==> config.mk <==
export PLATFORM = sky130hd
export DESIGN_NAME = sp_write_ctrl
export DESIGN_NICKNAME = d
export VERILOG_FILES = /design/src/rtl/sp_write_pkg.sv /design/src/rtl/sp_phase_cnt.sv /design/src/rtl/sp_byte_mux.sv /design/src/rtl/sp_write_fsm.sv /design/src/rtl/sp_write_ctrl.sv
export SDC_FILE = /design/constraint.sdc
export NUM_CORES = 1
export LEC_CHECK = 0
export ABC_AREA = 1
export BUFFER_PORTS_ARGS = -buffer_cell sky130_fd_sc_hd__buf_2
export CAP_MARGIN = 25
export CORE_MARGIN = 2
export CORE_UTILIZATION = 45
export CTS_BUF_LIST = sky130_fd_sc_hd__clkbuf_4 sky130_fd_sc_hd__clkbuf_8
export CTS_CLUSTER_SIZE = 14
export DETAILED_ROUTE_END_ITERATION = 16
export GPL_TIMING_DRIVEN = 0
export HOLD_SLACK_MARGIN = 0.1
export PLACE_DENSITY = 0.68
export SYNTH_ARGS = -nofsm -noshare
export SYNTH_HDL_FRONTEND = slang
export SYNTH_HIERARCHICAL = 1
export SYNTH_SLANG_ARGS = --single-unit
export TNS_END_PERCENT = 30
==> constraint.sdc <==
create_clock -name clk_i -period 2.7 [get_ports clk_i]
set_input_delay 0.27 -clock clk_i [delete_from_list [all_inputs] [get_ports clk_i]]
set_output_delay 0.27 -clock clk_i [all_outputs]
set_load 0.005 [all_outputs]
==> src/rtl/sp_write_pkg.sv <==
package sp_write_pkg;
  typedef enum logic [2:0] {
    ST_IDLE,
    ST_LOAD,
    ST_GAP_A,
    ST_SETUP,
    ST_STROBE,
    ST_HOLD,
    ST_GAP_B,
    ST_TURN
  } sp_state_e;
endpackage

==> src/rtl/sp_phase_cnt.sv <==
module sp_phase_cnt #(
  parameter int unsigned CW = 4
) (
  input  logic          clk_i,
  input  logic          rst_ni,
  input  logic          clr_i,
  input  logic [CW-1:0] limit_i,
  output logic [CW-1:0] cnt_o,
  output logic          last_o
);
  logic [CW-1:0] cnt_q;

  always_ff @(posedge clk_i or negedge rst_ni) begin
    if (!rst_ni)    cnt_q <= '0;
    else if (clr_i) cnt_q <= '0;
    else            cnt_q <= cnt_q + 1'b1;
  end

  assign cnt_o  = cnt_q;
  assign last_o = (cnt_q == limit_i - 1'b1);
endmodule

==> src/rtl/sp_byte_mux.sv <==
module sp_byte_mux #(
  parameter int unsigned ADDR_W = 24,
  parameter int unsigned DATA_W = 16,
  parameter int unsigned BUS_W  = 8,
  parameter int unsigned IW     = 4
) (
  input  logic [ADDR_W-1:0] addr_i,
  input  logic [DATA_W-1:0] data_i,
  input  logic [IW-1:0]     idx_i,
  input  logic              en_i,
  output logic [BUS_W-1:0]  ad_o,
  output logic              ale_o,
  output logic              cap_o
);
  localparam int unsigned NA = ADDR_W / BUS_W;
  localparam int unsigned ND = DATA_W / BUS_W;
  localparam int unsigned NT = NA + ND;

  logic [BUS_W-1:0] bytes [NT];

  // most significant byte first, address before data
  for (genvar g = 0; g < NA; g++) begin : g_addr
    assign bytes[g] = addr_i[ADDR_W-1-g*BUS_W -: BUS_W];
  end
  for (genvar g = 0; g < ND; g++) begin : g_data
    assign bytes[NA+g] = data_i[DATA_W-1-g*BUS_W -: BUS_W];
  end

  always_comb begin
    ad_o  = '0;
    ale_o = 1'b0;
    cap_o = 1'b0;
    for (int i = 0; i < NT; i++) begin
      if (en_i && idx_i == IW'(i)) begin
        ad_o  = bytes[i];
        ale_o = (i < NA);
        cap_o = (i >= NA);
      end
    end
  end
endmodule

==> src/rtl/sp_write_fsm.sv <==
module sp_write_fsm
  import sp_write_pkg::*;
#(
  parameter int unsigned CW = 4,
  parameter int unsigned NT = 5
) (
  input  logic          clk_i,
  input  logic          rst_ni,
  input  logic          accept_i,
  input  logic          ack_ni,
  input  logic          last_i,
  input  logic [CW-1:0] setup_i,
  input  logic [CW-1:0] pulse_i,
  input  logic [CW-1:0] hold_i,
  output sp_state_e     state_o,
  output logic          clr_o,
  output logic [CW-1:0] limit_o,
  output logic          err_set_o
);
  sp_state_e st_q, st_d;

  always_comb begin
    st_d      = st_q;
    err_set_o = 1'b0;
    unique case (st_q)
      ST_IDLE:   if (accept_i) st_d = ST_LOAD;
      ST_LOAD:   if (last_i) st_d = ST_GAP_A;
      ST_GAP_A:  st_d = ST_SETUP;
      ST_SETUP:  if (last_i) st_d = ST_STROBE;
      ST_STROBE: begin
        // acknowledge wins over window expiry in the same cycle
        if (!ack_ni) st_d = ST_HOLD;
        else if (last_i) begin
          st_d      = ST_HOLD;
          err_set_o = 1'b1;
        end
      end
      ST_HOLD:   if (last_i) st_d = ST_GAP_B;
      ST_GAP_B:  st_d = ST_TURN;
      ST_TURN:   st_d = ST_IDLE;
      default:   st_d = ST_IDLE;
    endcase
  end

  always_comb begin
    unique case (st_q)
      ST_LOAD:   limit_o = CW'(NT);
      ST_SETUP:  limit_o = setup_i;
      ST_STROBE: limit_o = pulse_i;
      ST_HOLD:   limit_o = hold_i;
      default:   limit_o = CW'(1);
    endcase
  end

  assign clr_o = (st_d != st_q) || (st_q == ST_IDLE);

  always_ff @(posedge clk_i or negedge rst_ni) begin
    if (!rst_ni) st_q <= ST_IDLE;
    else         st_q <= st_d;
  end

  assign state_o = st_q;
endmodule

==> src/rtl/sp_write_ctrl.sv <==
module sp_write_ctrl
  import sp_write_pkg::*;
#(
  parameter int unsigned ADDR_W  = 24,
  parameter int unsigned DATA_W  = 16,
  parameter int unsigned BUS_W   = 8,
  parameter int unsigned TW      = 4,
  parameter int unsigned MODE_W  = 2,
  parameter int unsigned MODE_UP = 1
) (
  input  logic              clk_i,
  input  logic              rst_ni,
  input  logic              req_i,
  input  logic [ADDR_W-1:0] addr_i,
  input  logic [DATA_W-1:0] data_i,
  input  logic [MODE_W-1:0] mode_i,
  input  logic [TW-1:0]     setup_i,
  input  logic [TW-1:0]     pulse_i,
  input  logic [TW-1:0]     hold_i,
  output logic              gnt_o,
  output logic              busy_o,
  output logic              err_o,
  output logic [BUS_W-1:0]  bus_ad_o,
  output logic              bus_ale_o,
  output logic              bus_cap_o,
  output logic              bus_dir_o,
  output logic              bus_oe_no,
  output logic              cs_no,
  output logic              ads_no,
  output logic              rw_o,
  input  logic              dt_ack_ni
);
  localparam int unsigned NT     = ADDR_W / BUS_W + DATA_W / BUS_W;
  localparam int unsigned TMAX   = (1 << TW) - 1;
  localparam int unsigned MAXLIM = (TMAX > NT) ? TMAX : NT;
  localparam int unsigned CW     = $clog2(MAXLIM + 1);

  sp_state_e         state;
  logic              accept, clr, last, err_set, err_q;
  logic [CW-1:0]     limit, cnt;
  logic [ADDR_W-1:0] addr_q;
  logic [DATA_W-1:0] data_q;
  logic [CW-1:0]     set_q, pls_q, hld_q;

  function automatic logic [CW-1:0] eff_cnt(input logic [TW-1:0] v);
    return (v == '0) ? CW'(1) : CW'(v);
  endfunction

  assign accept = req_i && (state == ST_IDLE) && (mode_i == MODE_W'(MODE_UP));

  always_ff @(posedge clk_i or negedge rst_ni) begin
    if (!rst_ni) begin
      addr_q <= '0;
      data_q <= '0;
      set_q  <= CW'(1);
      pls_q  <= CW'(1);
      hld_q  <= CW'(1);
      err_q  <= 1'b0;
    end else begin
      if (accept) begin
        addr_q <= addr_i;
        data_q <= data_i;
        set_q  <= eff_cnt(setup_i);
        pls_q  <= eff_cnt(pulse_i);
        hld_q  <= eff_cnt(hold_i);
        err_q  <= 1'b0;
      end else if (err_set) begin
        err_q  <= 1'b1;
      end
    end
  end

  sp_write_fsm #(.CW(CW), .NT(NT)) i_fsm (
    .clk_i     (clk_i),
    .rst_ni    (rst_ni),
    .accept_i  (accept),
    .ack_ni    (dt_ack_ni),
    .last_i    (last),
    .setup_i   (set_q),
    .pulse_i   (pls_q),
    .hold_i    (hld_q),
    .state_o   (state),
    .clr_o     (clr),
    .limit_o   (limit),
    .err_set_o (err_set)
  );

  sp_phase_cnt #(.CW(CW)) i_cnt (
    .clk_i   (clk_i),
    .rst_ni  (rst_ni),
    .clr_i   (clr),
    .limit_i (limit),
    .cnt_o   (cnt),
    .last_o  (last)
  );

  sp_byte_mux #(.ADDR_W(ADDR_W), .DATA_W(DATA_W), .BUS_W(BUS_W), .IW(CW)) i_mux (
    .addr_i (addr_q),
    .data_i (data_q),
    .idx_i  (cnt),
    .en_i   (state == ST_LOAD),
    .ad_o   (bus_ad_o),
    .ale_o  (bus_ale_o),
    .cap_o  (bus_cap_o)
  );

  logic in_cycle;
  assign in_cycle  = (state == ST_SETUP) || (state == ST_STROBE) || (state == ST_HOLD);

  assign gnt_o     = accept;
  assign busy_o    = (state != ST_IDLE);
  assign err_o     = err_q;
  assign cs_no     = !in_cycle;
  assign ads_no    = (state != ST_STROBE);
  assign rw_o      = !in_cycle;
  assign bus_oe_no = !in_cycle;
  assign bus_dir_o = busy_o && (state != ST_TURN);
endmodule

==> results.yml, run 1 <==
run_status:
  status: "complete, no violations"
floorplan:
  pin_count: 76
  floorplan.initialDensity_pct: 46.05
  core_region_area_sq_mm: 0.007214
  die-area_sq_mm: 0.008086
  num_rows: 31
  fp.dieH_um: 89.92
  die_w_um: 89.92
yosys:
  async_flop_share_pct: 100.0
  synth_ff_type: "dfrtp_1"
  synth_top_area_cell: "dfrtp_1"
  yosysWarnings: 6
  syn-mean-instance-area_sq_um: 7.159
  syn_area_sq_mm: 0.003322
  synth-seq-cells: 60
  syn_nets: 524
  yosysSeqAreaShare_pct: 45.31
  netlist_instances: 464
  synth_edf_count: 0
  yosysUniqueCellTypes: 31
  synth.most_common_cell: "nand2_1"
  synth_top_area_share_pct: 42.94
  synthTopCellsByCount: "nand2_1, dfrtp_1, inv_1, nor2_1, nand3_1"
  synthTopCellsByArea: "dfrtp_1, nand2_1, inv_1"
timing:
  period_share_pct: 96.79
  finalCriticalPeriod_ps: 2613
  worst_slack_ps: 86.69
  slew-limit-headroom_pct: 40.52
  finalMaxSlewViolations: 0
  setup_tns_ps: 0
  hold_violations: 0
  skew_ps: 7.979
  fmaxAchievable_mhz: 382.7
  tightest_slew_ps: 892.2
  setup_viol: 0
setup_path:
  worst_ep_arrival_time_ps: 2340
  crit_slowest_cell: "dfrtp_2"
  critical_path_class: "register to output port"
  cpPeakStageDelay_ps: 480
  startpoint: "i_fsm/state_o[1]"
  cp.required_ps: 2430
  rr_startpoint: "i_fsm/state_o[1]"
  crit_chain: "buf_4 -> nor3_4 -> inv_2 -> nor2_1 -> nand3_2 -> o21ai_0 -> inv_1 -> nand2_1 -> buf_2"
  critPathCaptureType: "output port"
  worstSetupStartpointType: "register"
  crit_fanout: 8
global_route:
  antenna_found_initial: 0
  first_global_vias: 2886
  track_usage_pct: 20.57
  grt_max_degree: 39
  grt_pass1_wl_um: 13370
  overflow: 0
flow_run:
  maxCapViolCount: 0
drt:
  via_count: 3130
  drt_iter0_drc: 179
  drt-total-wl_um: 8219
  drcViolationCount: 0
  dr.pass1.iters: 4
  vias_per_cell: 4.693
  ant_nets: 0
  post_drt_wl_per_cell_um: 12.32
cts:
  cts.path.max_buffers: 2
  clk_latency_ps: 340
  cts_sinks: 60
  clk_pin_slew_ps: 70
  cts-root-buf: "clkbuf_8"
  cts_max_level: 3
  tritoncts: "built"
  cts_buffers: 9
cells_and_area:
  antenna_cells: 0
  postLayoutCoreUtil_pct: 59.17
  drive_above_1_share_pct: 27.64
  nFillCells: 708
  syn_to_final_growth_pct: 28.51
  fin_nets: 623
placement:
  gp_congestion: 0.8329
  port_buffers: 75
  place_ws_ps: -104.1
  hpwl_um: 5877
min_path:
  hold_class: "primary input to register"
  worstHoldStart: "addr_i[20]"
power_and_ir_drop:
  p_per_area_mw_per_mm2: 1042
  peakVddDrop_mv: 0.5909
  p_leak_nw: 2.438
## what timing repair did
item | CTS | global route
pin swaps | 0 | 5
gates cloned | 0 | 0
setup buffers | 0 | 11
hold endpoints to repair | 29 | 0
setup endpoints to repair | 13 | 12
gates resized for setup | 6 | 15
hold buffers | 1 | 0
## cell type report
class	count	area, sq um	share of cell area [%]
clock buffer	12	158.9	3.722
timing repair buffer	88	495.5	11.61
sequential	60	1509	35.35
inverter	55	206.4	4.836
clock inverter	4	95.09	2.227
multi-input combinational	335	1521	35.64
buffer	14	158.9	3.722
tap	99	123.9	2.902
## stage by stage
stage                     power [mW]  instance area (sq um)  instances  hold slack (ps)
after CTS                      4.191                   4128        656            125.0
after floorplan                2.633                   3322        464           -25.59
after global placement         3.059                   3821        638            454.0
final                          4.447                   4269        667            127.5
after global routing           4.788                   4269        667            126.1
after detailed placement       3.127                   3849        639            446.4
## cells by family after synthesis
kind of cell | Yosys count | synth area share [%]
buf+inv | 69 | 10.81
fa+ha+maj | 2 | 0.7532
simple gates | 318 | 40.34
flops | 60 | 45.31
xor+xnor | 2 | 0.5274
compound gates | 13 | 2.260
## metal layers
layer,share of wire [%],wire length [um],global-route usage [%]
met5,0,0,0
met4,1.2,98,6.410
met3,5.6,458,3.856
met2,47,3877,33.46
met1,46,3784,28.10
## critical path, delay by kind of cell (launching register included)
kind / cells / cell delay [ps]
flip-flops: 1 / 480
buffers and inverters: 4 / 500
AND/OR/NAND/NOR: 4 / 770
AO/OA/AOI/OAI: 1 / 260
## cells in the final DEF, fill, tap and decap left out, drive strengths merged
master / synthesis / layout
nand3: 33 / 33
o21ai: 9 / 9
dfrtp: 57 / 57
o211ai: 1 / 1
o31ai: 1 / 1
nand4: 4 / 4
or2: 1 / 1
nand2: 233 / 233
dfstp: 3 / 3
xnor2: 1 / 1
nor3: 2 / 2
dlygate4sd3: 0 / 1
ha: 2 / 2
clkbuf: 0 / 12
bufinv: 0 / 3
o21bai: 1 / 1
inv: 54 / 54
nor4: 2 / 2
a22oi: 1 / 1
xor2: 1 / 1
nor2: 43 / 43
clkinv: 1 / 2
buf: 14 / 101
## registers in the layout, summed over array words and instances (netlist names)
name / cells
addr_q: 24
data_q: 16
hld_q: 4
i_cnt/cnt_o: 4
pls_q: 4
set_q: 4
i_fsm/state_o: 3
err_o: 1
## worst paths after layout
check | end | slack (ps) | depth (start not counted)
hold reg to reg | set_q[0] | 470 | 2
setup reg to reg | i_cnt/cnt_o[2] | 100 | 19
min in group asynchronous | addr_q[20] | 600 | 2
setup / recovery | bus_ad_o[2] | 90 | 9
max in group asynchronous | i_fsm/state_o[0] | 1480 | 2
hold / removal | addr_q[20] | 130 | 3
## report_power, final
group / switching [mW] / leakage [nW] / internal [mW]
Clock: 0.361 / 0.130 / 0.673
Sequential: 0.283 / 0.755 / 1.29
Combinational: 1.08 / 1.55 / 0.761
No activity file was read; power rests on OpenSTA's default activity.
==> inputs of run 2 (changes only) <==
- GPL_TIMING_DRIVEN: 0 -> not set
==> results.yml, run 2 (same netlist as run 1, synthesis figures left out) <==
run_status:
  status: "complete, no violations"
drt:
  drcViolationCount: 0
  via_count: 3026
  dr.pass1.iters: 4
  post_drt_wl_per_cell_um: 11.86
  ant_nets: 0
  drt-total-wl_um: 7792
  vias_per_cell: 4.606
  drt_iter0_drc: 197
cts:
  clk_pin_slew_ps: 70
  cts_sinks: 60
  clk_latency_ps: 340
  tritoncts: "built"
  cts_max_level: 3
  cts.path.max_buffers: 2
  cts-root-buf: "clkbuf_8"
  cts_buffers: 9
floorplan:
  num_rows: 31
  die_w_um: 89.92
  fp.dieH_um: 89.92
  die-area_sq_mm: 0.008086
  floorplan.initialDensity_pct: 46.05
  core_region_area_sq_mm: 0.007214
  pin_count: 76
setup_path:
  reg2reg_to: "i_cnt/cnt_o[0]"
  worstSetupStartpointType: "register"
  reg2reg_depth: 20
  crit_chain: "buf_4 -> nor3_2 -> buf_4 -> inv_2 -> nor3_4 -> buf_4 -> buf_4 -> nand3_1 -> nand2_1 -> nor2_1 -> nand2_1 -> buf_2"
  crit_slowest_cell: "dfrtp_2"
  cp_top_family: "buffers and inverters"
  critical_path_class: "register to output port"
  worst-r2r-setup-slack_ps: 240
  rr_startpoint: "i_fsm/state_o[1]"
  startpoint: "i_fsm/state_o[2]"
  cp.required_ps: 2430
  critPathCaptureType: "output port"
  cpPeakStageDelay_ps: 470
  crit_fanout: 10
  critPathBufInv: 6
  worst_ep_arrival_time_ps: 2250
  path_common_cell: "buf_4"
cells_and_area:
  drive_above_1_share_pct: 25.45
  final_cell_mix: "nand2_1, buf_2, dfrtp_1"
  stdcell_count: 657
  postLayoutCellArea_sq_mm: 0.004018
  largest_reg_flops: 24
  nFillCells: 743
  top_register: "addr_q"
  fin_nets: 613
  reg_top3: "addr_q (24), data_q (16)"
  final_common_cell: "nand2_1"
  syn_to_final_growth_pct: 20.94
  antenna_cells: 0
placement:
  hpwl_um: 5505
  gp_congestion: 0.9225
  postPlaceCellArea_sq_mm: 0.003736
  port_buffers: 75
  dp_cells: 633
power_and_ir_drop:
  p_per_area_mw_per_mm2: 1005
  p_leak_nw: 2.323
  peakVddDrop_mv: 0.4836
global_route:
  antenna_found_initial: 0
  first_global_vias: 2926
  grt_pass1_wl_um: 13240
  grt_max_degree: 53
  overflow: 0
  track_usage_pct: 20.09
timing:
  fmaxAchievable_mhz: 397.4
  finalMaxSlewViolations: 0
  setup_viol: 0
  slew-limit-headroom_pct: 61.66
  skew_ps: 11.57
  setup_tns_ps: 0
  period_share_pct: 93.21
  finalCriticalPeriod_ps: 2517
  tightest_slew_ps: 573.0
  hold_violations: 0
flow_run:
  maxCapViolCount: 0
min_path:
  min_to: "addr_q[4]"
  hold_class: "primary input to register"
  min_path_cells: 3
  worstHoldStart: "addr_i[4]"
==> run 2: cell types whose count changed in the layout (fill, tap and decap cells not counted), sizes merged <==
cell      delta
buf         -10
bufinv       -3
clkinv       +2
clkinvlp     +1
==> run 2: cell type report <==
type                            count  area, sq um  area share [%]
Clock buffer                       12        165.2           4.111
Clock inverter                      4        22.52          0.5606
Inverter                           55        206.4           5.139
Multi-Input combinational cell    335         1485           36.97
Sequential cell                    60         1509           37.56
Tap cell                           99        123.9           3.083
Timing Repair Buffer               92        505.5           12.58
==> run 2: how the worst max path moves through the flow <==
stage	endpoint	slack, ps	cells past startpoint
2_1_floorplan	i_cnt/cnt_o[0]	310	19
3_3_place_gp	i_cnt/cnt_o[0]	200	19
3_5_place_dp	i_cnt/cnt_o[0]	30	19
4_1_cts	i_cnt/cnt_o[0]	20	19
5_1_grt	i_cnt/cnt_o[3]	-30	20
6_report	bus_ad_o[0]	180	12
==> run 2: layer usage <==
metal	global-route usage [%]	part of all wire [%]
met2	29.92	43
met4	8.333	1.9
met1	28.60	50
met3	4.275	5.3
met5	0	0
==> run 2: timing repair <==
| action | CTS | global route |
|---|---|---|
| setup endpoints to repair | 6 | 13 |
| buffers inserted | 2 | 5 |
| hold endpoints to repair | 21 | 0 |
| pin swaps | 1 | 4 |
| resized for setup | 0 | 15 |
| hold buffers | 1 | 0 |
==> run 2: per-stage QoR <==
step / hold slack (ps) / setup slack [ps] / utilization, % / total power [mW]
floorplan: -25.59 / 310.0 / - / 2.633
global placement: 297.9 / 200.4 / 51.79 / 3.068
detailed placement: 298.9 / 33.57 / 51.79 / 3.124
CTS: 113.1 / 15.01 / 54.73 / 3.935
global route: 117.3 / -32.03 / 55.69 / 4.417
finish: 123.6 / 183.4 / 55.69 / 4.039
==> run 2: tightest hold or removal path, stage by stage <==
cell and delay, ps:
buf_2 70, nand2_1 40, nand2_1 50
==> run 2: report_power, final <==
| group | total (mW) | internal [mW] | leakage [nW] | switching (mW) |
|---|---|---|---|---|
| registers | 1.56 | 1.29 | 0.755 | 0.269 |
| logic | 1.73 | 0.699 | 1.47 | 1.03 |
| clock network | 0.756 | 0.403 | 0.0982 | 0.353 |
| total | 4.04 | 2.39 | 2.32 | 1.65 |
